## src/rtl/mmc_cmd_pkg.sv

```systemverilog
package mmc_cmd_pkg;

    typedef enum logic [1:0] {
        SEQ_IDLE  = 2'd0,
        SEQ_ISSUE = 2'd1,
        SEQ_WAIT  = 2'd2
    } seq_state_e;

    // Command word layout, msb first
    typedef struct packed {
        logic       dir;
        logic       spare14;
        logic [1:0] ctype;
        logic       busy;
        logic [2:0] rtype;
        logic       init;
        logic       spare6;
        logic [5:0] idx;
    } cmd_word_t;

    localparam logic [3:0] A_CMD    = 4'd0;
    localparam logic [3:0] A_ARG_LO = 4'd1;
    localparam logic [3:0] A_ARG_HI = 4'd2;
    localparam logic [3:0] A_STAT   = 4'd3;
    localparam logic [3:0] A_IRQEN  = 4'd4;
    localparam logic [3:0] A_CTRL   = 4'd5;

    localparam int SB_DONE  = 0;
    localparam int SB_STOP  = 2;
    localparam int SB_TOUT  = 7;
    localparam int SB_OCRB  = 12;
    localparam int SB_CERR  = 14;

    localparam logic [2:0] RT_NONE = 3'd0;
    localparam logic [2:0] RT_R1   = 3'd1;
    localparam logic [2:0] RT_R2   = 3'd2;
    localparam logic [2:0] RT_R3   = 3'd3;
    localparam logic [2:0] RT_R6   = 3'd6;

    localparam logic [1:0] CT_DATA = 2'd3;

endpackage

```

## src/rtl/mmc_cmd_decode.sv

```systemverilog
module mmc_cmd_decode
    import mmc_cmd_pkg::*;
(
    input  logic [15:0] word_i,
    output cmd_word_t   fields_o,
    output logic        is_boot_o,
    output logic        is_data_o
);
    assign fields_o  = cmd_word_t'(word_i);
    assign is_boot_o = fields_o.init && (fields_o.idx == 6'd0);
    assign is_data_o = (fields_o.ctype == CT_DATA);
endmodule

```

## src/rtl/mmc_rsp_classify.sv

```systemverilog
module mmc_rsp_classify
    import mmc_cmd_pkg::*;
#(
    parameter int          NUM_WORDS   = 8,
    parameter int          STAT_W      = 15,
    parameter logic [31:0] R1_ERR_MASK = 32'hFDF9_0000,
    parameter logic [15:0] R6_ERR_MASK = 16'hE008,
    localparam int         NB          = 2 * NUM_WORDS,
    localparam int         LEN_W       = $clog2(NB + 1)
) (
    input  logic [2:0]                  rtype_i,
    input  logic [5:0]                  idx_i,
    input  logic [LEN_W-1:0]            len_i,
    input  logic [8*NB-1:0]             data_i,
    output logic                        timeout_o,
    output logic [STAT_W-1:0]           set_mask_o,
    output logic [NUM_WORDS-1:0][15:0]  words_o
);
    logic          has_rsp;
    logic [LEN_W:0] exp_len;
    logic [7:0]    byte_m [NB];
    logic [31:0]   card_stat;
    logic [15:0]   rca_stat;
    logic          err;
    logic          ocr_busy;

    always_comb begin
        has_rsp = (rtype_i == RT_R1) || (rtype_i == RT_R2) ||
                  (rtype_i == RT_R3) || (rtype_i == RT_R6);
        exp_len = (rtype_i == RT_R2) ? (LEN_W+1)'(NB) : (LEN_W+1)'(4);
        timeout_o = has_rsp && ({1'b0, len_i} < exp_len);
    end

    for (genvar b = 0; b < NB; b++) begin : g_byte
        assign byte_m[b] = (has_rsp && !timeout_o && (b < int'(exp_len)))
                           ? data_i[8*b +: 8] : 8'h00;
    end

    for (genvar k = 0; k < NUM_WORDS; k++) begin : g_word
        assign words_o[NUM_WORDS-1-k] = {byte_m[2*k], byte_m[2*k+1]};
    end

    always_comb begin
        card_stat = {byte_m[0], byte_m[1], byte_m[2], byte_m[3]};
        rca_stat  = {byte_m[2], byte_m[3]};
        err = ((rtype_i == RT_R1) && ((card_stat & R1_ERR_MASK) != '0)) ||
              ((rtype_i == RT_R6) && ((rca_stat  & R6_ERR_MASK) != '0));
        ocr_busy = (rtype_i == RT_R3) && !timeout_o && !card_stat[31];
        set_mask_o = '0;
        if (timeout_o) begin
            set_mask_o[SB_TOUT] = 1'b1;
        end else begin
            set_mask_o[SB_DONE] = 1'b1;
            set_mask_o[SB_STOP] = (idx_i == 6'd12);
            set_mask_o[SB_CERR] = err;
            set_mask_o[SB_OCRB] = ocr_busy;
        end
    end
endmodule

```

## src/rtl/mmc_cmd_status.sv

```systemverilog
module mmc_cmd_status
    import mmc_cmd_pkg::*;
#(
    parameter int          NUM_RSP_WORDS = 8,
    parameter int          STAT_W        = 15,
    parameter logic [31:0] R1_ERR_MASK   = 32'hFDF9_0000,
    parameter logic [15:0] R6_ERR_MASK   = 16'hE008,
    localparam int         RSP_BYTES     = 2 * NUM_RSP_WORDS,
    localparam int         LEN_W         = $clog2(RSP_BYTES + 1)
) (
    input  logic                   clk,
    input  logic                   rst_n,
    input  logic                   reg_wr,
    input  logic [3:0]             reg_addr,
    input  logic [15:0]            reg_wdata,
    output logic [15:0]            reg_rdata,
    output logic                   card_cmd_valid,
    input  logic                   card_cmd_ready,
    output logic [5:0]             card_cmd_index,
    output logic [31:0]            card_cmd_arg,
    input  logic                   card_rsp_valid,
    input  logic [LEN_W-1:0]       card_rsp_len,
    input  logic [8*RSP_BYTES-1:0] card_rsp_data,
    output logic                   busy,
    output logic                   xfer_active,
    output logic                   xfer_dir,
    output logic                   fifo_flush,
    output logic                   irq
);
    localparam logic [3:0] A_RSP_BASE = 4'd8;

    typedef struct packed {
        seq_state_e                     st;
        logic [15:0]                    last_cmd;
        logic [31:0]                    arg;
        logic [STAT_W-1:0]              status;
        logic [STAT_W-1:0]              irq_en;
        logic                           en;
        logic [NUM_RSP_WORDS-1:0][15:0] rsp;
        logic [5:0]                     idx;
        logic [2:0]                     rtype;
        logic                           xact;
        logic                           xdir;
        logic                           flush;
    } regs_t;

    regs_t s_q, s_d;

    cmd_word_t                      wr_fields;
    logic                           wr_boot;
    logic                           wr_data;
    logic                           rsp_timeout;
    logic [STAT_W-1:0]              rsp_set;
    logic [NUM_RSP_WORDS-1:0][15:0] rsp_words;
    logic                           cmd_accept;
    logic                           rsp_take;

    mmc_cmd_decode u_decode (
        .word_i    (reg_wdata),
        .fields_o  (wr_fields),
        .is_boot_o (wr_boot),
        .is_data_o (wr_data)
    );

    mmc_rsp_classify #(
        .NUM_WORDS   (NUM_RSP_WORDS),
        .STAT_W      (STAT_W),
        .R1_ERR_MASK (R1_ERR_MASK),
        .R6_ERR_MASK (R6_ERR_MASK)
    ) u_classify (
        .rtype_i    (s_q.rtype),
        .idx_i      (s_q.idx),
        .len_i      (card_rsp_len),
        .data_i     (card_rsp_data),
        .timeout_o  (rsp_timeout),
        .set_mask_o (rsp_set),
        .words_o    (rsp_words)
    );

    always_comb begin
        cmd_accept = reg_wr && (reg_addr == A_CMD) && s_q.en && (s_q.st == SEQ_IDLE);
        rsp_take   = (s_q.st == SEQ_WAIT) && card_rsp_valid;
    end

    always_comb begin
        s_d = s_q;
        s_d.flush = 1'b0;

        if (reg_wr) begin
            unique case (reg_addr)
                A_ARG_LO: s_d.arg[15:0]  = reg_wdata;
                A_ARG_HI: s_d.arg[31:16] = reg_wdata;
                A_STAT:   s_d.status     = s_q.status & ~reg_wdata[STAT_W-1:0];
                A_IRQEN:  s_d.irq_en     = reg_wdata[STAT_W-1:0];
                A_CTRL:   s_d.en         = reg_wdata[0];
                default: ;
            endcase
        end

        if (cmd_accept) begin
            s_d.last_cmd = reg_wdata;
            s_d.rsp      = '0;
            if (wr_boot) begin
                s_d.status[SB_DONE] = 1'b1;
            end else begin
                s_d.st    = SEQ_ISSUE;
                s_d.idx   = wr_fields.idx;
                s_d.rtype = wr_fields.rtype;
                if (wr_data) begin
                    s_d.xact  = 1'b1;
                    s_d.xdir  = wr_fields.dir;
                    s_d.flush = 1'b1;
                end else begin
                    s_d.xact  = 1'b0;
                end
            end
        end

        if ((s_q.st == SEQ_ISSUE) && card_cmd_ready) begin
            s_d.st = SEQ_WAIT;
        end

        if (rsp_take) begin
            s_d.st = SEQ_IDLE;
            if (!rsp_timeout) begin
                s_d.rsp = rsp_words;
            end
            s_d.status = s_d.status | rsp_set;
        end
    end

    always_ff @(posedge clk) begin
        if (!rst_n) begin
            s_q <= '0;
        end else begin
            s_q <= s_d;
        end
    end

    always_comb begin
        reg_rdata = 16'h0000;
        if (reg_addr >= A_RSP_BASE) begin
            if (int'(reg_addr - A_RSP_BASE) < NUM_RSP_WORDS)
                reg_rdata = s_q.rsp[3'(reg_addr - A_RSP_BASE)];
        end else begin
            case (reg_addr)
                A_CMD:    reg_rdata = s_q.last_cmd;
                A_ARG_LO: reg_rdata = s_q.arg[15:0];
                A_ARG_HI: reg_rdata = s_q.arg[31:16];
                A_STAT:   reg_rdata = {{(16-STAT_W){1'b0}}, s_q.status};
                A_IRQEN:  reg_rdata = {{(16-STAT_W){1'b0}}, s_q.irq_en};
                A_CTRL:   reg_rdata = {15'd0, s_q.en};
                default:  reg_rdata = 16'h0000;
            endcase
        end
    end

    assign card_cmd_valid = (s_q.st == SEQ_ISSUE);
    assign card_cmd_index = s_q.idx;
    assign card_cmd_arg   = s_q.arg;
    assign busy           = (s_q.st != SEQ_IDLE);
    assign xfer_active    = s_q.xact;
    assign xfer_dir       = s_q.xdir;
    assign fifo_flush     = s_q.flush;
    assign irq            = |(s_q.status & s_q.irq_en);

    assert_req_held_R1: assert property (@(posedge clk) disable iff (!rst_n)
        (card_cmd_valid && !card_cmd_ready) |=> (card_cmd_valid && $stable(card_cmd_index)));

    assert_disabled_ignored_R2: assert property (@(posedge clk) disable iff (!rst_n)
        (reg_wr && reg_addr == A_CMD && !s_q.en && s_q.st == SEQ_IDLE)
        |=> (!busy && $stable(s_q.last_cmd)));

    assert_rsp_cleared_R3: assert property (@(posedge clk) disable iff (!rst_n)
        cmd_accept |=> (s_q.rsp == '0));

    assert_boot_no_card_R4: assert property (@(posedge clk) disable iff (!rst_n)
        (cmd_accept && wr_boot) |=> (!card_cmd_valid && s_q.status[SB_DONE]));

    assert_timeout_flag_R5: assert property (@(posedge clk) disable iff (!rst_n)
        (rsp_take && rsp_timeout) |=> (s_q.status[SB_TOUT] && !busy));

    assert_data_cmd_R13: assert property (@(posedge clk) disable iff (!rst_n)
        (cmd_accept && wr_data && !wr_boot) |=> (xfer_active && fifo_flush));

    assert_irqen_width_R12: assert property (@(posedge clk) disable iff (!rst_n)
        (reg_wr && reg_addr == A_IRQEN) |=> (s_q.irq_en == $past(reg_wdata[STAT_W-1:0])));
endmodule

```

## config.mk

```make
export PLATFORM = sky130hd
export DESIGN_NAME = mmc_cmd_status
export DESIGN_NICKNAME = d
export VERILOG_FILES = /design/src/rtl/mmc_cmd_pkg.sv /design/src/rtl/mmc_cmd_decode.sv /design/src/rtl/mmc_rsp_classify.sv /design/src/rtl/mmc_cmd_status.sv
export SDC_FILE = /design/constraint.sdc
export NUM_CORES = 1
export LEC_CHECK = 0
export BUFFER_PORTS_ARGS = -buffer_cell sky130_fd_sc_hd__buf_2
export CAP_MARGIN = 20
export CELL_PAD_IN_SITES_DETAIL_PLACEMENT = 0
export CELL_PAD_IN_SITES_GLOBAL_PLACEMENT = 2
export CORE_MARGIN = 8
export CORE_UTILIZATION = 35
export CTS_BUF_LIST = sky130_fd_sc_hd__clkbuf_8
export CTS_CLUSTER_DIAMETER = 150
export DETAILED_ROUTE_END_ITERATION = 10
export PLACE_DENSITY_LB_ADDON = 0.1
export SLEW_MARGIN = 20
export SYNTH_ARGS = -nofsm -noshare
export SYNTH_HDL_FRONTEND = slang
export SYNTH_SLANG_ARGS = --single-unit
```

## constraint.sdc

```tcl
create_clock -name clk -period 2.8 [get_ports clk]
set_input_delay 0.14 -clock clk [delete_from_list [all_inputs] [get_ports clk]]
set_output_delay 0.14 -clock clk [all_outputs]
set_load 0.01 [all_outputs]
```

# Word level (Yosys, flattened, before mapping)
# Index checks and enable logic that the tools add are counted.
# classes
order_cmp	20
n_eq_ne	14
n_addsub	2
bitwise	7
mux	43
reduce_logical	52
# ops
cell	n
two-way mux 128 bit	2
two-way mux 140 bit	1
two-way mux 8 bit	16
one-hot mux 16 bit (6 select lines)	1
binary-select mux 16 bit (select 3 bit)	1
less-than comparator 4 x 6 -> 1 bit, first input constant	8
two-way mux 16 bit	3
two-way mux 15 bit	3
nonzero test 32 bit	1
two-way mux 31 bit	1
AND 15 bit	2
logical AND 1 bit	28
less-than comparator 3 x 6 -> 1 bit, first input constant	4
two-way mux 18 bit	1
nonzero test 16 bit	1
NOT 15 bit	1
bitwise OR 15 bit	1
OR reduction 15 bit	1
less-than comparator 1 x 6 -> 1 bit, first input constant	2
less-than comparator 2 x 6 -> 1 bit, first input constant	2
two-way mux 12 bit	1
AND reduction 2 bit	6
two-way mux 1 bit	9
== test 4 x 2 -> 1 bit, second input constant	2
other kinds (27)	40
# totals
in_bits	158
output_inout_bits	60
ff_bits	221
elab_cells	159

# Logic depth before layout (Yosys ltp)
# Gate-level depths: netlist of run 1.
# depth
word_depth	15
ltp_mapped	8
mapped_depth_nobuf	6

# Modules after synthesis
# From an unflattened synthesis of run 1, not the netlist that was laid out.
# unflattened
hier_cells	1223
hier_area_um2	11479.8
# by_module_without_submodules
mod	cells_each	n_inst	area_each_um2	seq_area_each_um2
mmc_cmd_status	1020	1	10085.9	4424.2
mmc_rsp_classify	184	1	1244.9	0.0
mmc_cmd_decode	19	1	148.9	0.0

# Worst setup path before layout of run 1
# Ideal clock, no wire load.
# synth_path
path_type	register -> register
from	reg s_q[4] in the netlist's numbering
to	reg s_q[12] in the netlist's numbering
setup_ns	0.117
n_path_buf	2
t_arrival_ns	2.208
stages_incl_launch_ff	9
slack_ns	0.476
period_less_slack_ns	2.324
required_time_ns	2.683
cell_sequence	dfxtp_1 > or3b_4 > ha_1 > nor4bb_1 > a2111oi_2 > o211a_2 > buf_6 > buf_2 > a22o_1
# synth_via
elab_chain_cells	11
word_cells_on_any_way	17
cone_classes	2 x order compare; 4 x eq/ne; 4 x mux; 7 x reduce/logical
# synth_lines
item	line	source
from (decl)	mmc_cmd_status.sv:47	regs_t s_q, s_d;
from (signal assigned)	mmc_cmd_status.sv:134	s_q <= '0;
from (signal assigned)	mmc_cmd_status.sv:136	s_q <= s_d;
branches (longest 9 deep; another with less-than comparator 5 x 6 -> 1 bit)	--	
two-way mux 128 bit (*)	mmc_cmd_status.sv:125	if (!rsp_timeout) begin
two-way mux 128 bit (*)	mmc_cmd_status.sv:123	if (rsp_take) begin
# Mark *: on every way between the ends.
# A chain may end at the register's enable or synchronous reset.

# Worst setup path in the final report of run 1
# layout_path
from	reg s_q[4] in the netlist's numbering
to	reg s_q[74] in the netlist's numbering
# Same word-level chain as after synthesis.

==> results of run 1 <==
state kept, by name, summed over array words and instances (netlist names):
name            count
card_cmd_arg       32
card_cmd_index      6
fifo_flush          1
s_q               180
xfer_active         1
xfer_dir            1
final cells by class:
class	count	area, um2
Sequential cell	221	4420
Fill cell	2573	13900
Multi-Input combinational cell	569	4170
Clock buffer	47	647
Timing Repair Buffer	390	2870
Tap cell	341	427
Clock inverter	19	83.8
Inverter	7	26.3
power by group:
part	internal, uW	total (uW)	switching, uW
logic	284	558	274
clock network	1520	2850	1340
registers	3150	3160	8.12
total	4950	6570	1620
routing by layer:
metal  vias to the layer above  GRT usage
met5                         -          0
met4                         4     0.0587
li1                       3992          -
met3                        49     0.0501
met2                       258      0.336
met1                      3938      0.278
worst paths after layout:
check	from	end	slack, ns	depth (start not counted)
setup reg to reg	s_q[4]	s_q[74]	0.22	7
setup / recovery	s_q[4]	s_q[74]	0.22	7
hold reg to reg	s_q[213]	s_q[213]	0.45	2
hold / removal	rst_n	s_q[157]	0.06	3
worst max-delay path, delay by kind of cell (launching register included):
family                     cells  cell delay [ns]
adders and majority gates      1             0.32
DFF                            1             0.42
buffers and inverters          1             0.23
and+or+nand+nor                1             0.44
AOI/OAI and AO/OA              4             1.09
stage by stage:
step / instances / area [um2]
after floorplan: 911 / 9340
after global placement: 1382 / 10500
after CTS: 1594 / 12600
after global routing: 1594 / 12600
final: 1594 / 12600
after detailed placement: 1382 / 10500
logic make-up (layout without fill, tap and decap cells):
kind of cell	Yosys count	count (layout)	share of synthesized area
compound gates	290	290	0.231
simple gates	227	227	0.115
flops	221	221	0.474
buf+inv	121	463	0.0806
mux	51	51	0.0986
fa+ha+maj	1	1	0.00134
cell usage in the layout, fill, tap and decap left out, types with 4 or more instances in the layout:
cell type / synthesis / final
nand2_1: 162 / 162
clkbuf_8: 0 / 47
buf_2: 20 / 215
and2_1: 4 / 4
a22o_1: 137 / 137
inv_1: 6 / 21
o21ai_0: 14 / 14
o211ai_1: 4 / 4
dlygate4sd3_1: 0 / 146
mux2_2: 8 / 8
dfxtp_1: 221 / 221
nand3_1: 14 / 14
mux2i_1: 11 / 11
a21oi_1: 86 / 86
mux4_2: 32 / 32
buf_4: 47 / 20
o2bb2ai_1: 4 / 4
a221o_1: 4 / 4
nor2_1: 9 / 9
a22oi_1: 19 / 19
a222oi_1: 12 / 12
buf_12: 0 / 9
repair_timing:
| action | CTS | global route |
|---|---|---|
| hold buffers | 146 | 0 |
| resized for setup | 0 | 0 |
| hold endpoints to repair | 211 | 0 |
==> out/results.ini, run 1 <==
[timing]
fin_crit_sh=0.922
worstMarginPinSlew_ns=0.848
maxSlewHeadroom=0.435
skew_ns=0.0110
whs_ns=0.0585
layout_setup_ws_ns=0.218
tns_ns=0
hold_viol=0
finalSetupViolations=0
fmax_mhz=387
slew_viol_final=0
rsz0062_at_grt=false
min_period_ns=2.58

[setup_path]
crit_path_max_incr_delay_ns=0.48
crit_path_start_kind=flip-flop
worstSetupPathType=flip-flop to flip-flop
required_ns=3.27
path_max_fanout=40
crit_path_cell_trace=or3b_4, ha_1, o21a_1, a2111oi_2, o211a_4, buf_12, a22o_1
crit_path_end_kind=flip-flop
cp_slowest_cell=a2111oi_2
critical_path_arrival_ns=3.05

[yosys]
synthDistinctLibCells=53
syn_area_per_cell_um2=10.3
yosys_warnings=0
synth_nets=1070
synth_edf_count=0
synth.most_common_cell=dfxtp_1
netlist_instances=911
syn_area_um2=9340
synth_top_area_cell=dfxtp_1
synth_common_cells=221 x dfxtp_1, 162 x nand2_1, 137 x a22o_1, 86 x a21oi_1, 47 x buf_4
seq_area_frac_synth=0.474
async_flop_share=0
synth-seq-cells=221
synth_flop_cell=dfxtp_1
synth_top_area_share=0.474
synthTopCellsByArea=dfxtp_1 47%, a22o_1 13%, mux4_2 7.7%

[routing]
met1_length_mm=15.4
wire_per_inst_um=21.3
highest_layer=met5
wl_met2_mm=15.7
routed_wirelength_mm=34.0
drt_iter0_drc=605
vias=8241
viasPerCell=5.17
drt-pass1-iter-count=5
wl_met3_mm=2.13
drcViolationCount=0
ant_nets=0

[die]
ios=218
core.rowCount=60
die_w_um=179
initial_utilization=0.352
die_y_um=179
dieArea_um2=32200
core_um2=26600

[pwr]
power_density_nw_per_um2=520
power.total_uw=6570
peakVddDrop_uv=294
p_leak_uw=0.00520

[grt]
grt_max_degree=97
grt_antenna_before_repair=2
grt_pass1_vias=8560
grt_pass1_wl_mm=51.5
grt_remaining_overflow=0
grt_use_total=0.210

[place]
dp_worst_setup_slack_ns=0.215
numPortBuffers=215
dp_hpwl_mm=23.5
place_congestion=0.769

[clock_tree]
cts_setup_buffers=0
numCtsBuffers=39
htree_levels=2
tritoncts=done
clk_pin_slew_ns=0.06
clock_path_buffers=3
clk_latency_ns=0.54
root_buffer=clkbuf_8
clock_sinks=221

[run]
drv_cap=0

[cells_and_area]
final_util=0.476
final_nets=1387
diodes=0
drive_above_1_share=0.275
area_growth_pct=35.4

[worst_hold_path]
hold_path.class=input pin to flip-flop

[outcome]
status=finished, final reports clean

Note: power is estimated with default switching activity, not from simulation.
==> inputs of run 2 (changes only) <==
==> constraint.sdc (replaced) <==
create_clock -name clk -period 2.4 [get_ports clk]
set_input_delay 0.12 -clock clk [delete_from_list [all_inputs] [get_ports clk]]
set_output_delay 0.12 -clock clk [all_outputs]
set_load 0.01 [all_outputs]
==> out/results.ini, run 2 (synthesis gave the netlist of run 1 again) <==
[die]
dieArea_um2=32200
initial_utilization=0.352
core_um2=26600
die_y_um=179
die_w_um=179
core.rowCount=60
ios=218

[clock_tree]
tritoncts=done
clock_sinks=221
clk_pin_slew_ns=0.06
clock_path_buffers=3
clk_latency_ns=0.54
htree_levels=2
root_buffer=clkbuf_8
numCtsBuffers=39

[grt]
grt_remaining_overflow=0
grt_use_total=0.210
grt_pass1_vias=8708
grt_max_degree=41
grt_antenna_before_repair=3
grt_pass1_wl_mm=51.3

[routing]
routed_wirelength_mm=34.0
vias=8401
drt_iter0_drc=464
drcViolationCount=0
ant_nets=0
viasPerCell=5.19
wire_per_inst_um=21.0
drt-pass1-iter-count=5

[timing]
worstMarginPinSlew_ns=0.880
hold_viol=0
slew_viol_final=0
finalSetupViolations=0
min_period_ns=2.38
whs_ns=0.0408
maxSlewHeadroom=0.413
skew_ns=0.0191
fin_crit_sh=0.990
fmax_mhz=421
rsz0062_at_grt=true

[cells_and_area]
final_util=0.485
diodes=0
stdcell_area_um2=12900
layout_common_cells=219 x dfxtp_1, 215 x buf_2, 162 x nand2_1
drive_above_1_share=0.290
fin_cells=1618
final_common_cell=dfxtp_1
fillers=2548
largest_register_ff_count=180
area_growth_pct=38.1
largest-register=s_q
final_nets=1406

[place]
dp_hpwl_mm=24.1
place_congestion=0.796
dp.cells=1400
dpl_cell_area_um2=10600
numPortBuffers=215

[outcome]
status=finished, final reports clean

[pwr]
switching_share=0.247
p_comb_frac=0.086
p_clk_frac=0.440
intPower_uw=5860
p_leak_uw=0.00534
power_frac_seq=0.474
power_density_nw_per_um2=604
peakVddDrop_uv=339
switchingPower_uw=1920
power.total_uw=7790

[setup_path]
worstSetupPathType=flip-flop to primary output
path_max_fanout=3
critical_path_arrival_ns=2.26
crit_path_start_kind=flip-flop
rr_worst_depth=7
required_ns=2.28
crit_path_end_kind=primary output

[worst_hold_path]
hold_path.class=input pin to flip-flop
whs_path_depth=4

[run]
drv_cap=0

[run 2: cell count changes in the layout (fill, tap and decap cells not counted)]
cell        before  now
buf_4           20   36
buf_12           9   12
clkbuf_8        47   49
dfxtp_1        221  219
dfxtp_2          0    2
inv_1           21   23
a2111oi_2        1    0
a2111oi_4        0    1
clkinv_2         2    3
clkinvlp_4       0    1
inv_6            2    1
nor4bb_1         2    1
nor4bb_4         0    1
[run 2: critical path, stage by stage, from the launching register on]
cell and delay [ns]:
dfxtp_2 0.33, mux2_2 0.25, a22o_1 0.17, a222oi_1 0.50
nand3_1 0.25, buf_2 0.21
[run 2: final timing paths]
check | from | endpoint | slack (ns)
min | rst_n | s_q[158] | 0.04
max reg2reg | s_q[5] | s_q[39] | 0.13
min reg2reg | s_q[169] | s_q[169] | 0.45
max | card_cmd_arg[4] | reg_rdata[4] | 0.02
[run 2: timing repair]
action | CTS | global route
pin swaps | 1 | 1
hold buffers | 146 | 0
setup buffers | 0 | 1
endpoints found under the hold margin | 215 | 0
resized for setup | 0 | 5
endpoints found under the setup margin | 1 | 130
[run 2: power by group through the flow]
| stage | Sequential [uW] | Clock (uW) | Combinational (uW) |
|---|---|---|---|
| after CTS | 3690 | 3520 | 670 |
| after detailed placement | 3770 | 0 | 489 |
| final | 3690 | 3430 | 669 |
| after floorplan | 3770 | 0 | 215 |
| after global routing | 3690 | 3700 | 716 |
| after global placement | 3770 | 0 | 491 |
[run 2: final cells by class]
type	instances	area (um2)	area share
clock buffer	49	674	0.0523
tap	341	427	0.0331
sequential	221	4430	0.343
inverter	7	26.3	0.00204
timing repair buffer	409	3050	0.236
multi-input combinational	569	4200	0.326
clock inverter	22	95.1	0.00737
[run 2: metrics by stage]
stage / setup WS [ns] / TNS [ns]
after floorplan: 0.0757 / 0
after global placement: 0.0515 / 0
after detailed placement: 0.0434 / 0
after CTS: 0.0274 / 0
after global routing: -0.0148 / -0.0150
final: 0.0236 / 0
[run 2: metal layers]
layer  up-vias  global-route usage  part of all wire
met5         -                   0            0.0011
met4         6              0.0694             0.026
met3        59              0.0568             0.073
met2       278               0.330              0.46
met1      4030               0.276              0.44
li1       4028                   -                 -
==> inputs of run 3 (changes only) <==
--- a/config.mk
+++ b/config.mk
@@ -6,12 +6,10 @@
 export NUM_CORES = 1
 export LEC_CHECK = 0
 export BUFFER_PORTS_ARGS = -buffer_cell sky130_fd_sc_hd__buf_2
-export CAP_MARGIN = 20
 export CELL_PAD_IN_SITES_DETAIL_PLACEMENT = 0
 export CELL_PAD_IN_SITES_GLOBAL_PLACEMENT = 2
 export CORE_MARGIN = 8
-export CORE_UTILIZATION = 35
-export CTS_BUF_LIST = sky130_fd_sc_hd__clkbuf_8
+export CORE_UTILIZATION = 33
 export CTS_CLUSTER_DIAMETER = 150
 export DETAILED_ROUTE_END_ITERATION = 10
 export PLACE_DENSITY_LB_ADDON = 0.1
==> out/results.ini, run 3 (synthesis gave the netlist of run 1 again) <==
[place]
place_congestion=0.811
numPortBuffers=215
dp_worst_setup_slack_ns=0.0503
dp_hpwl_mm=24.7

[timing]
layout_setup_ws_ns=0.0523
maxSlewHeadroom=0.535
min_period_ns=2.35
finalSetupViolations=0
skew_ns=0.00697
hold_viol=0
whs_ns=0.0461
rsz0062_at_grt=true
fin_crit_sh=0.978
fmax_mhz=426
slew_viol_final=0
worstMarginPinSlew_ns=0.688

[setup_path]
path_depth=5
crit_path_max_incr_delay_ns=0.50
cp_slowest_cell=a222oi_1
worstSetupPathType=flip-flop to primary output
crit_family=compound AO/OA/AOI/OAI gates
crit_path_cell_trace=mux2_2, a22o_1, a222oi_1, nand3_1, buf_2
path_max_fanout=3
crit_path_start_kind=flip-flop
critical_path_arrival_ns=2.23
r2r_start=s_q[5]
required_ns=2.28
crit_path_end_kind=primary output
path_buf_inv=1
rr_worst_depth=7
crit_start=s_q[160]

[cells_and_area]
drive_above_1_share=0.282
layout_common_cells=219 x dfxtp_1, 215 x buf_2, 162 x nand2_1
final_common_cell=dfxtp_1
final_nets=1394
diodes=0
largest_register_ff_count=180
largest-register=s_q
area_growth_pct=39.2
fillers=2680
final_util=0.467

[clock_tree]
htree_levels=1
root_buffer=clkbuf_16
clock_sinks=221
clock_path_buffers=3
tritoncts=done
clk_pin_slew_ns=0.06
numCtsBuffers=26
clk_latency_ns=0.53
cts_setup_buffers=0

[pwr]
p_clk_frac=0.464
power_frac_seq=0.452
power_density_nw_per_um2=627
power.total_uw=8150
peakVddDrop_uv=312
p_leak_uw=0.00529
p_comb_frac=0.084
intPower_uw=6270
switchingPower_uw=1880
switching_share=0.231

[routing]
drt_iter0_drc=536
drcViolationCount=0
routed_wirelength_mm=35.3
vias=8282
ant_nets=0
drt-pass1-iter-count=7
wire_per_inst_um=21.6
viasPerCell=5.07

[die]
core_um2=27900
dieArea_um2=33900
die_w_um=184
die_y_um=184
ios=218
initial_utilization=0.335
core.rowCount=61

[worst_hold_path]
hold_path.class=input pin to flip-flop
whs_path_depth=4
hp-start=reg_wr

[grt]
grt_remaining_overflow=0
grt_antenna_before_repair=2
grt_use_total=0.203
grt_pass1_wl_mm=53.1
grt_pass1_vias=8593
grt_max_degree=55

[outcome]
status=finished, final reports clean

[run]
drv_cap=0

run 3: cell types whose count changed in the layout (fill, tap and decap cells not counted), sizes merged:
| cell | delta |
|---|---|
| clkinvlp | -1 |
| clkbuf | -3 |
| inv | -18 |
| buf | -1 |
run 3: final cells by class:
class                           instances  area (um2)  share of cell area
Multi-Input combinational cell        569        4210               0.324
Inverter                                7        26.3             0.00202
Clock inverter                          3        15.0             0.00115
Timing Repair Buffer                  410        3050               0.235
Clock buffer                           44         800              0.0615
Sequential cell                       221        4430               0.340
Tap cell                              378         473              0.0364
run 3: worst paths after layout:
kind	to	slack (ns)
max reg2reg	s_q[109]	0.12
min reg2reg	s_q[169]	0.45
min	s_q[140]	0.05
max	reg_rdata[4]	0.05
run 3: per-stage QoR:
stage | setup TNS [ns] | instances | cell area (um2)
finish | 0 | 1632 | 13000
global route | -0.0290 | 1632 | 13000
CTS | 0 | 1630 | 12900
detailed placement | 0 | 1437 | 10600
global placement | 0 | 1437 | 10600
floorplan | 0 | 911 | 9340
run 3: routing by layer:
metal | vias up | track usage | share of wire
li1 | 4003 | - | -
met1 | 4006 | 0.270 | 0.46
met5 | - | 0 | 0.00068
met2 | 240 | 0.333 | 0.47
met3 | 29 | 0.0441 | 0.059
met4 | 4 | 0.0416 | 0.014
run 3: what timing repair did:
item / in CTS / in global routing
pin swaps: 1 / 1
setup endpoints to repair: 1 / 129
hold buffers: 146 / 0
gates cloned: 0 / 2
endpoints found under the hold margin: 212 / 0
resized for setup: 0 / 6
run 3: worst register-to-register path: cells and delay by family (launching register included):
kind	cells	cell delay (ns)
compound gates	4	1.04
flops	1	0.31
fa+ha+maj	1	0.23
buf+inv	1	0.24
simple gates	1	0.41
run 3: power by group through the flow:
stage / logic [uW] / clock network (uW) / registers [uW]
after floorplan: 215 / 0 / 3770
after global placement: 489 / 0 / 3770
after detailed placement: 485 / 0 / 3770
after CTS: 668 / 3870 / 3690
after global routing: 732 / 4040 / 3690
final: 683 / 3780 / 3690
